<file path="src/rtl/dda_pkg.sv">
package dda_pkg;

  typedef enum logic [1:0] {
    XFER_OUT   = 2'd0,
    XFER_IN    = 2'd1,
    XFER_LOCAL = 2'd2,
    XFER_EXT   = 2'd3
  } xfer_e;

  // Transfers that write toward the host side may count and interrupt.
  function automatic logic writes_host(input logic [1:0] t);
    return (xfer_e'(t) == XFER_OUT) || (xfer_e'(t) == XFER_EXT);
  endfunction

endpackage

</file>
<file path="src/rtl/dda_sat_counter.sv">
module dda_sat_counter #(
  parameter int W  = 8,
  parameter int IW = 8
) (
  input  logic          clk,
  input  logic          rst_n,
  input  logic          clr,
  input  logic          add_en,
  input  logic [IW-1:0] inc,
  output logic [W-1:0]  value
);

  localparam int SW = ((W > IW) ? W : IW) + 1;

  logic [W-1:0]  value_q;
  logic [W-1:0]  value_d;
  logic [W-1:0]  base;
  logic [SW-1:0] sum;
  logic [SW-1:0] max_v;
  logic          en;

  always_comb begin
    base    = clr ? '0 : value_q;
    max_v   = {{(SW-W){1'b0}}, {W{1'b1}}};
    sum     = {{(SW-W){1'b0}}, base} +
              (add_en ? {{(SW-IW){1'b0}}, inc} : '0);
    value_d = (sum > max_v) ? {W{1'b1}} : sum[W-1:0];
    en      = clr | add_en;
  end

  always_ff @(posedge clk or negedge rst_n) begin
    if (!rst_n)  value_q <= '0;
    else if (en) value_q <= value_d;
  end

  assign value = value_q;

  // an add without a clear never makes the value smaller
  assert_no_wrap_R5: assert property (@(posedge clk) disable iff (!rst_n)
    (add_en && !clr) |=> (value >= $past(value)));

endmodule

</file>
<file path="src/rtl/dda_req_slot.sv">
module dda_req_slot #(
  parameter int W = 40
) (
  input  logic         clk,
  input  logic         rst_n,
  input  logic         load,
  input  logic [W-1:0] din,
  input  logic         ready,
  output logic         valid,
  output logic [W-1:0] data
);

  logic         valid_q, valid_d;
  logic [W-1:0] data_q;

  always_comb begin
    valid_d = valid_q;
    if (valid_q && ready) valid_d = 1'b0;
    if (load)             valid_d = 1'b1;
  end

  always_ff @(posedge clk or negedge rst_n) begin
    if (!rst_n) valid_q <= 1'b0;
    else        valid_q <= valid_d;
  end

  always_ff @(posedge clk or negedge rst_n) begin
    if (!rst_n)    data_q <= '0;
    else if (load) data_q <= din;
  end

  assign valid = valid_q;
  assign data  = data_q;

  // a waiting request keeps its valid and its payload
  assert_hold_R7: assert property (@(posedge clk) disable iff (!rst_n)
    (valid && !ready) |=> (valid && $stable(data)));

  // a new request never lands on a pending one
  assert_no_overwrite_R12: assert property (@(posedge clk) disable iff (!rst_n)
    load |-> !valid);

endmodule

</file>
<file path="src/rtl/dma_done_actions.sv">
module dma_done_actions
  import dda_pkg::*;
#(
  parameter int PTR_W     = 40,
  parameter int BYTE_W    = 16,
  parameter int CNT_W     = 32,
  parameter int NUM_CORES = 8,
  parameter int NCNT_W    = 8
) (
  input  logic                        clk,
  input  logic                        rst_n,
  input  logic                        cpl_valid,
  output logic                        cpl_ready,
  input  logic [1:0]                  cpl_type,
  input  logic                        cpl_csel,
  input  logic                        cpl_cadd,
  input  logic                        cpl_fint,
  input  logic                        cpl_wq,
  input  logic [PTR_W-1:0]            cpl_ptr,
  input  logic [BYTE_W-1:0]           cpl_bytes,
  input  logic                        cfg_add_one,
  input  logic                        cfg_core_notify,
  input  logic [1:0]                  clr_cnt,
  input  logic [1:0]                  clr_fint,
  input  logic [NUM_CORES-1:0]        clr_notify,
  output logic [CNT_W-1:0]            cnt0,
  output logic [CNT_W-1:0]            cnt1,
  output logic [1:0]                  fint,
  output logic [NUM_CORES*NCNT_W-1:0] notify_cnt,
  output logic                        wq_valid,
  input  logic                        wq_ready,
  output logic [PTR_W-1:0]            wq_ptr,
  output logic                        zw_valid,
  input  logic                        zw_ready,
  output logic [PTR_W-1:0]            zw_addr,
  output logic                        bad_align
);

  localparam int IDX_W = 6;

  logic             accept;
  logic             host_upd;
  logic             ptr_nz;
  logic             low_ok;
  logic             ptr_small;
  logic             wq_go;
  logic             zw_go;
  logic             notify_hit;
  logic             err_d, err_q;
  logic [IDX_W-1:0] core_idx;
  logic [BYTE_W-1:0] cnt_inc;
  logic [1:0]       fint_d, fint_q;
  logic [CNT_W-1:0] cnt_v [2];

  // Decode of the accepted completion
  always_comb begin
    cpl_ready  = !wq_valid && !zw_valid;
    accept     = cpl_valid && cpl_ready;
    host_upd   = accept && writes_host(cpl_type);
    ptr_nz     = |cpl_ptr;
    low_ok     = (cpl_ptr[2:0] == 3'd0);
    ptr_small  = (cpl_ptr[PTR_W-1:IDX_W] == '0);
    wq_go      = accept && cpl_wq && ptr_nz && low_ok;
    err_d      = accept && cpl_wq && ptr_nz && !low_ok;
    notify_hit = accept && cfg_core_notify && !cpl_wq && ptr_nz && ptr_small;
    zw_go      = accept && !cpl_wq && ptr_nz && !(cfg_core_notify && ptr_small);
    core_idx   = cpl_ptr[IDX_W-1:0] - IDX_W'(1);
    cnt_inc    = cfg_add_one ? BYTE_W'(1) : cpl_bytes;
    for (int i = 0; i < 2; i++) begin
      fint_d[i] = (fint_q[i] && !clr_fint[i]) ||
                  (host_upd && cpl_fint && (cpl_csel == i[0]));
    end
  end

  // Completion counters, one per select value
  for (genvar i = 0; i < 2; i++) begin : g_cnt
    dda_sat_counter #(.W(CNT_W), .IW(BYTE_W)) u_cnt (
      .clk    (clk),
      .rst_n  (rst_n),
      .clr    (clr_cnt[i]),
      .add_en (host_upd && cpl_cadd && (cpl_csel == 1'(i))),
      .inc    (cnt_inc),
      .value  (cnt_v[i])
    );
  end

  // Per-core notify counters
  for (genvar c = 0; c < NUM_CORES; c++) begin : g_core
    dda_sat_counter #(.W(NCNT_W), .IW(1)) u_ncnt (
      .clk    (clk),
      .rst_n  (rst_n),
      .clr    (clr_notify[c]),
      .add_en (notify_hit && (core_idx == IDX_W'(c))),
      .inc    (1'b1),
      .value  (notify_cnt[c*NCNT_W +: NCNT_W])
    );
  end

  always_ff @(posedge clk or negedge rst_n) begin
    if (!rst_n) begin
      fint_q <= 2'b00;
      err_q  <= 1'b0;
    end else begin
      fint_q <= fint_d;
      err_q  <= err_d;
    end
  end

  dda_req_slot #(.W(PTR_W)) u_wq (
    .clk   (clk),
    .rst_n (rst_n),
    .load  (wq_go),
    .din   (cpl_ptr),
    .ready (wq_ready),
    .valid (wq_valid),
    .data  (wq_ptr)
  );

  dda_req_slot #(.W(PTR_W)) u_zw (
    .clk   (clk),
    .rst_n (rst_n),
    .load  (zw_go),
    .din   (cpl_ptr),
    .ready (zw_ready),
    .valid (zw_valid),
    .data  (zw_addr)
  );

  assign cnt0      = cnt_v[0];
  assign cnt1      = cnt_v[1];
  assign fint      = fint_q;
  assign bad_align = err_q;

  // inbound and internal-only completions leave the counters alone
  assert_local_quiet_R1: assert property (@(posedge clk) disable iff (!rst_n)
    (accept && !writes_host(cpl_type) && (clr_cnt == 2'b00))
      |=> ($stable(cnt0) && $stable(cnt1)));

  // the two request kinds are never pending together
  assert_one_req_R12: assert property (@(posedge clk) disable iff (!rst_n)
    !(wq_valid && zw_valid));

  // a refused work pointer produces no submission
  assert_err_no_req_R11: assert property (@(posedge clk) disable iff (!rst_n)
    bad_align |-> !wq_valid);

  // a zero pointer leads to no follow-up at all
  assert_zero_ptr_R9: assert property (@(posedge clk) disable iff (!rst_n)
    (accept && (cpl_ptr == '0)) |=> (!wq_valid && !zw_valid && !bad_align));

  // a notify bump replaces the zero write
  assert_notify_no_write_R10: assert property (@(posedge clk) disable iff (!rst_n)
    notify_hit |=> !zw_valid);

endmodule

</file>
<file path="config.mk">
export PLATFORM = sky130hd
export DESIGN_NAME = dma_done_actions
export DESIGN_NICKNAME = d
export VERILOG_FILES = /design/src/rtl/dda_pkg.sv /design/src/rtl/dda_sat_counter.sv /design/src/rtl/dda_req_slot.sv /design/src/rtl/dma_done_actions.sv
export SDC_FILE = /design/constraint.sdc
export NUM_CORES = 1
export LEC_CHECK = 0
export BUFFER_PORTS_ARGS = -buffer_cell sky130_fd_sc_hd__buf_2
export CAP_MARGIN = 40
export CORE_MARGIN = 2
export CORE_UTILIZATION = 56
export DETAILED_ROUTE_END_ITERATION = 7
export PLACE_DENSITY_LB_ADDON = 0.2
export REMOVE_ABC_BUFFERS = 1
export SYNTH_ARGS = -nofsm -noshare
export SYNTH_HDL_FRONTEND = slang
export SYNTH_HIERARCHICAL = 1
export SYNTH_SLANG_ARGS = --single-unit
</file>
<file path="constraint.sdc">
create_clock -name clk -period 4.8 [get_ports clk]
set_input_delay 1.2 -clock clk [delete_from_list [all_inputs] [get_ports clk]]
set_output_delay 1.2 -clock clk [all_outputs]
set_load 0.005 [all_outputs]
</file>
==> impl_metrics.yaml <==
status:
  status: "complete, no violations"
clocking:
  clkSinkCount: 213
  cts.htree.levels: 1
  cts.root.buffer_cell: "sky130_fd_sc_hd__clkbuf_16"
  clock_tree_from_tritoncts: "built"
  clock_insertion_delay_worst_skew_ps: 530
  cts_setup_buffers: 0
  gates_resized_cts_repair: 0
  clock_tree.buffer_depth: 3
  cts.reportedPaths.clkPinSlew_ps: 60
  numCtsBuffers: 23
  postCtsHoldBufs: 0
synthesis:
  postSynth.asyncResetShare: 1.00
  post_synthesis_cell_area_sq_mm: 0.0136
  yosysSeqAreaShare: 0.391
  synth_top_area_cell: "sky130_fd_sc_hd__dfrtp_1"
  number_of_flops_mapped_to_enable_cells_by_yosys: 0
  post_synthesis_cell_count: 1380
  yosys-top-cells-area: "sky130_fd_sc_hd__dfrtp_1, sky130_fd_sc_hd__mux2_4, sky130_fd_sc_hd__a21oi_1, sky130_fd_sc_hd__ha_1, sky130_fd_sc_hd__nor2b_1"
  yosysUniqueCellTypes: 79
  yosys_warnings: 6
  synth-seq-cells: 213
  synth_top_area_share: 0.391
  synthesis.area_per_instance_sq_um: 9.87
  most_frequently_used_flop_master_after_synthesis: "sky130_fd_sc_hd__dfrtp_1"
grt:
  maximum_number_of_pins_on_one_net_before_global_route_repair: 113
  grt_pass1_wl_mm: 60.3
  grt_pass1_vias: 11488
  global_route.usage.total: 0.288
  grt_overflow: 0
  grt_antenna_before_repair: 1
power_and_ir_drop:
  leakagePower_nw: 7.77
  total_power_mw: 4.81
  p_per_area_mw_per_mm2: 300
  worst_ir_drop_on_vdd_v: 0.000262
sta:
  report.final.slew_viol_count: 0
  hold_viol: 0
  worst_slew_pin_slew_ps: 923
  worst_hold_check_slack_ps: 502
  rsz0062_at_grt: "no"
  final_critical_period_ps: 4400
  finalSetupViolCount: 0
  skew_ps: 10.6
  max_freq_mhz: 227
  maxSlewHeadroom: 0.385
  final_cycle_share: 0.918
finish:
  layout.cell_area.non_filler_sq_mm: 0.0160
  utilization: 0.666
  commonest_non_fill_non_tap_cells_in_the_layout: "sky130_fd_sc_hd__buf_2, sky130_fd_sc_hd__dfrtp_1, sky130_fd_sc_hd__a21oi_1"
  total_nets_final: 1798
  leading_cell_type_in_the_layout_fill_and_taps_excluded: "sky130_fd_sc_hd__buf_2"
  nFillCells: 1985
  post_route_cells_drive_above_1_share: 0.301
  areaGrowthSynthToFinish_pct: 17.8
floorplan:
  top_level_ports: 295
  floorplan.die_area_sq_mm: 0.0256
  die_height_um: 160
  placementRows: 57
  core_area_sq_mm: 0.0241
  floorplan.initialDensity: 0.565
  die_outline_width_um: 160
run:
  cap_viol_max_count: 0
place:
  gp_congestion: 0.983
  place_area_sq_mm: 0.0153
  port_buffers: 294
  dp_hpwl_mm: 28.2
routing:
  wl_per_cell_um: 18.8
  routed_wirelength_mm: 37.8
  drt_iter0_markers: 884
  num_vias: 11873
  detailedRoute.firstPassIterationCount: 5
  detail_route.vias_per_cell: 5.92
  drt.antenna.violating_nets: 0
  drc_violations_left: 0
min_path:
  hp-class: "reg -> reg"
setup_path:
  worst_path_most_repeated_cell: "sky130_fd_sc_hd__a21oi_1"
  setup.worst_path.end_class: "flip-flop"
  worst_setup_sp_type: "input pin"
  crit_path_cell_trace: "buf_2 -> or3b_2 -> nor2_1 -> and3_1 -> and2_1 -> ha_1 -> inv_1 -> fa_1 -> nand2b_1 -> a21oi_1 -> o21ai_2 -> a211oi_2 -> a21oi_1 -> a221oi_1"
  cp_data_required_time_ps: 5220
  worst-setup-path-type: "in -> reg"
  worstPathMaxFanout: 7
  critPathSlowestCell: "sky130_fd_sc_hd__a211oi_2"
  critical-path-max-stage-delay_ps: 540
  worst_ep_arrival_time_ps: 4830
[power by group]
group,internal (mW),switching (mW),total [mW]
Clock,1.02,0.744,1.76
Sequential,2.00,0.136,2.14
Combinational,0.493,0.408,0.901
Total,3.52,1.29,4.81
[logic make-up after synthesis]
kind of cell    count (synthesis)  share of synthesized area
simple gates                  510                      0.218
fa+ha+maj                      51                     0.0480
mux                            84                     0.0906
other cells                     1                   0.000275
compound gates                369                      0.180
buf+inv                       119                     0.0506
xor+xnor                       33                     0.0212
flops                         213                      0.391
[final cells by class]
cell class                 count  area, sq um  share of cell area
clock inverter                11          120             0.00749
timing repair buffer         329         1760               0.109
multi-input combinational   1055         7650               0.477
tap                          324          405              0.0253
clock buffer                  28          614              0.0383
sequential                   213         5330               0.332
inverter                      44          165              0.0103
antenna                        1         2.50            0.000156
[layer usage]
layer,track usage,vias to the layer above,routed length [um]
li1,-,5621,-
met1,0.372,5742,15800
met2,0.479,419,17800
met3,0.0597,91,2670
met4,0.109,0,1520
met5,0,-,0
[path summary, 6_finish.rpt]
path	start	end	slack, ps	cells after the start
min in group asynchronous	rst_n	g_cnt[0].u_cnt/value[4]	700	1
max in group asynchronous	rst_n	g_cnt[1].u_cnt/value[5]	3100	2
setup reg to reg	u_zw/valid	g_cnt[1].u_cnt/value[21]	680	13
hold reg to reg	g_core[0].u_ncnt/value[0]	g_core[0].u_ncnt/value[0]	500	2
setup / recovery	cpl_valid	g_cnt[1].u_cnt/value[21]	400	14
hold / removal	g_core[0].u_ncnt/value[0]	g_core[0].u_ncnt/value[0]	500	2
[flip-flops by register name, summed over array words and instances, names as in the netlist]
register	flops
u_wq/data	40
bad_align	1
g_cnt.u_cnt/value	64
u_zw/data	40
fint	2
g_core.u_ncnt/value	64
u_wq/valid	1
u_zw/valid	1
[Yosys cell counts, types with 32 or more instances]
library cell               count
sky130_fd_sc_hd__nor2_1       87
sky130_fd_sc_hd__and2_1       42
sky130_fd_sc_hd__clkbuf_1     37
sky130_fd_sc_hd__a31oi_1      54
sky130_fd_sc_hd__nor2b_1      89
sky130_fd_sc_hd__nor3_1       32
sky130_fd_sc_hd__dfrtp_1     213
sky130_fd_sc_hd__nand2_1      88
sky130_fd_sc_hd__mux2_4       78
sky130_fd_sc_hd__o21ai_0      45
sky130_fd_sc_hd__ha_1         49
sky130_fd_sc_hd__inv_1        42
sky130_fd_sc_hd__a21oi_1     123
[per-stage QoR]
step           setup WS (ps)  setup TNS, ps  std cells
2_1_floorplan          -2390        -112690       1312
3_5_place_dp           -22.0          -40.0       1965
4_1_cts                  511              0       2004
3_3_place_gp            76.5              0       1965
5_1_grt                  130              0       2004
6_report                 395              0       2005
[critical path: cells and delay by family]
kind                       cells  cell delay, ps
AOI/OAI and AO/OA              5            1420
and+or+nand+nor                5            1530
adders and majority gates      2             540
buffers and inverters          2             130
(Power assumes the default switching activity.)
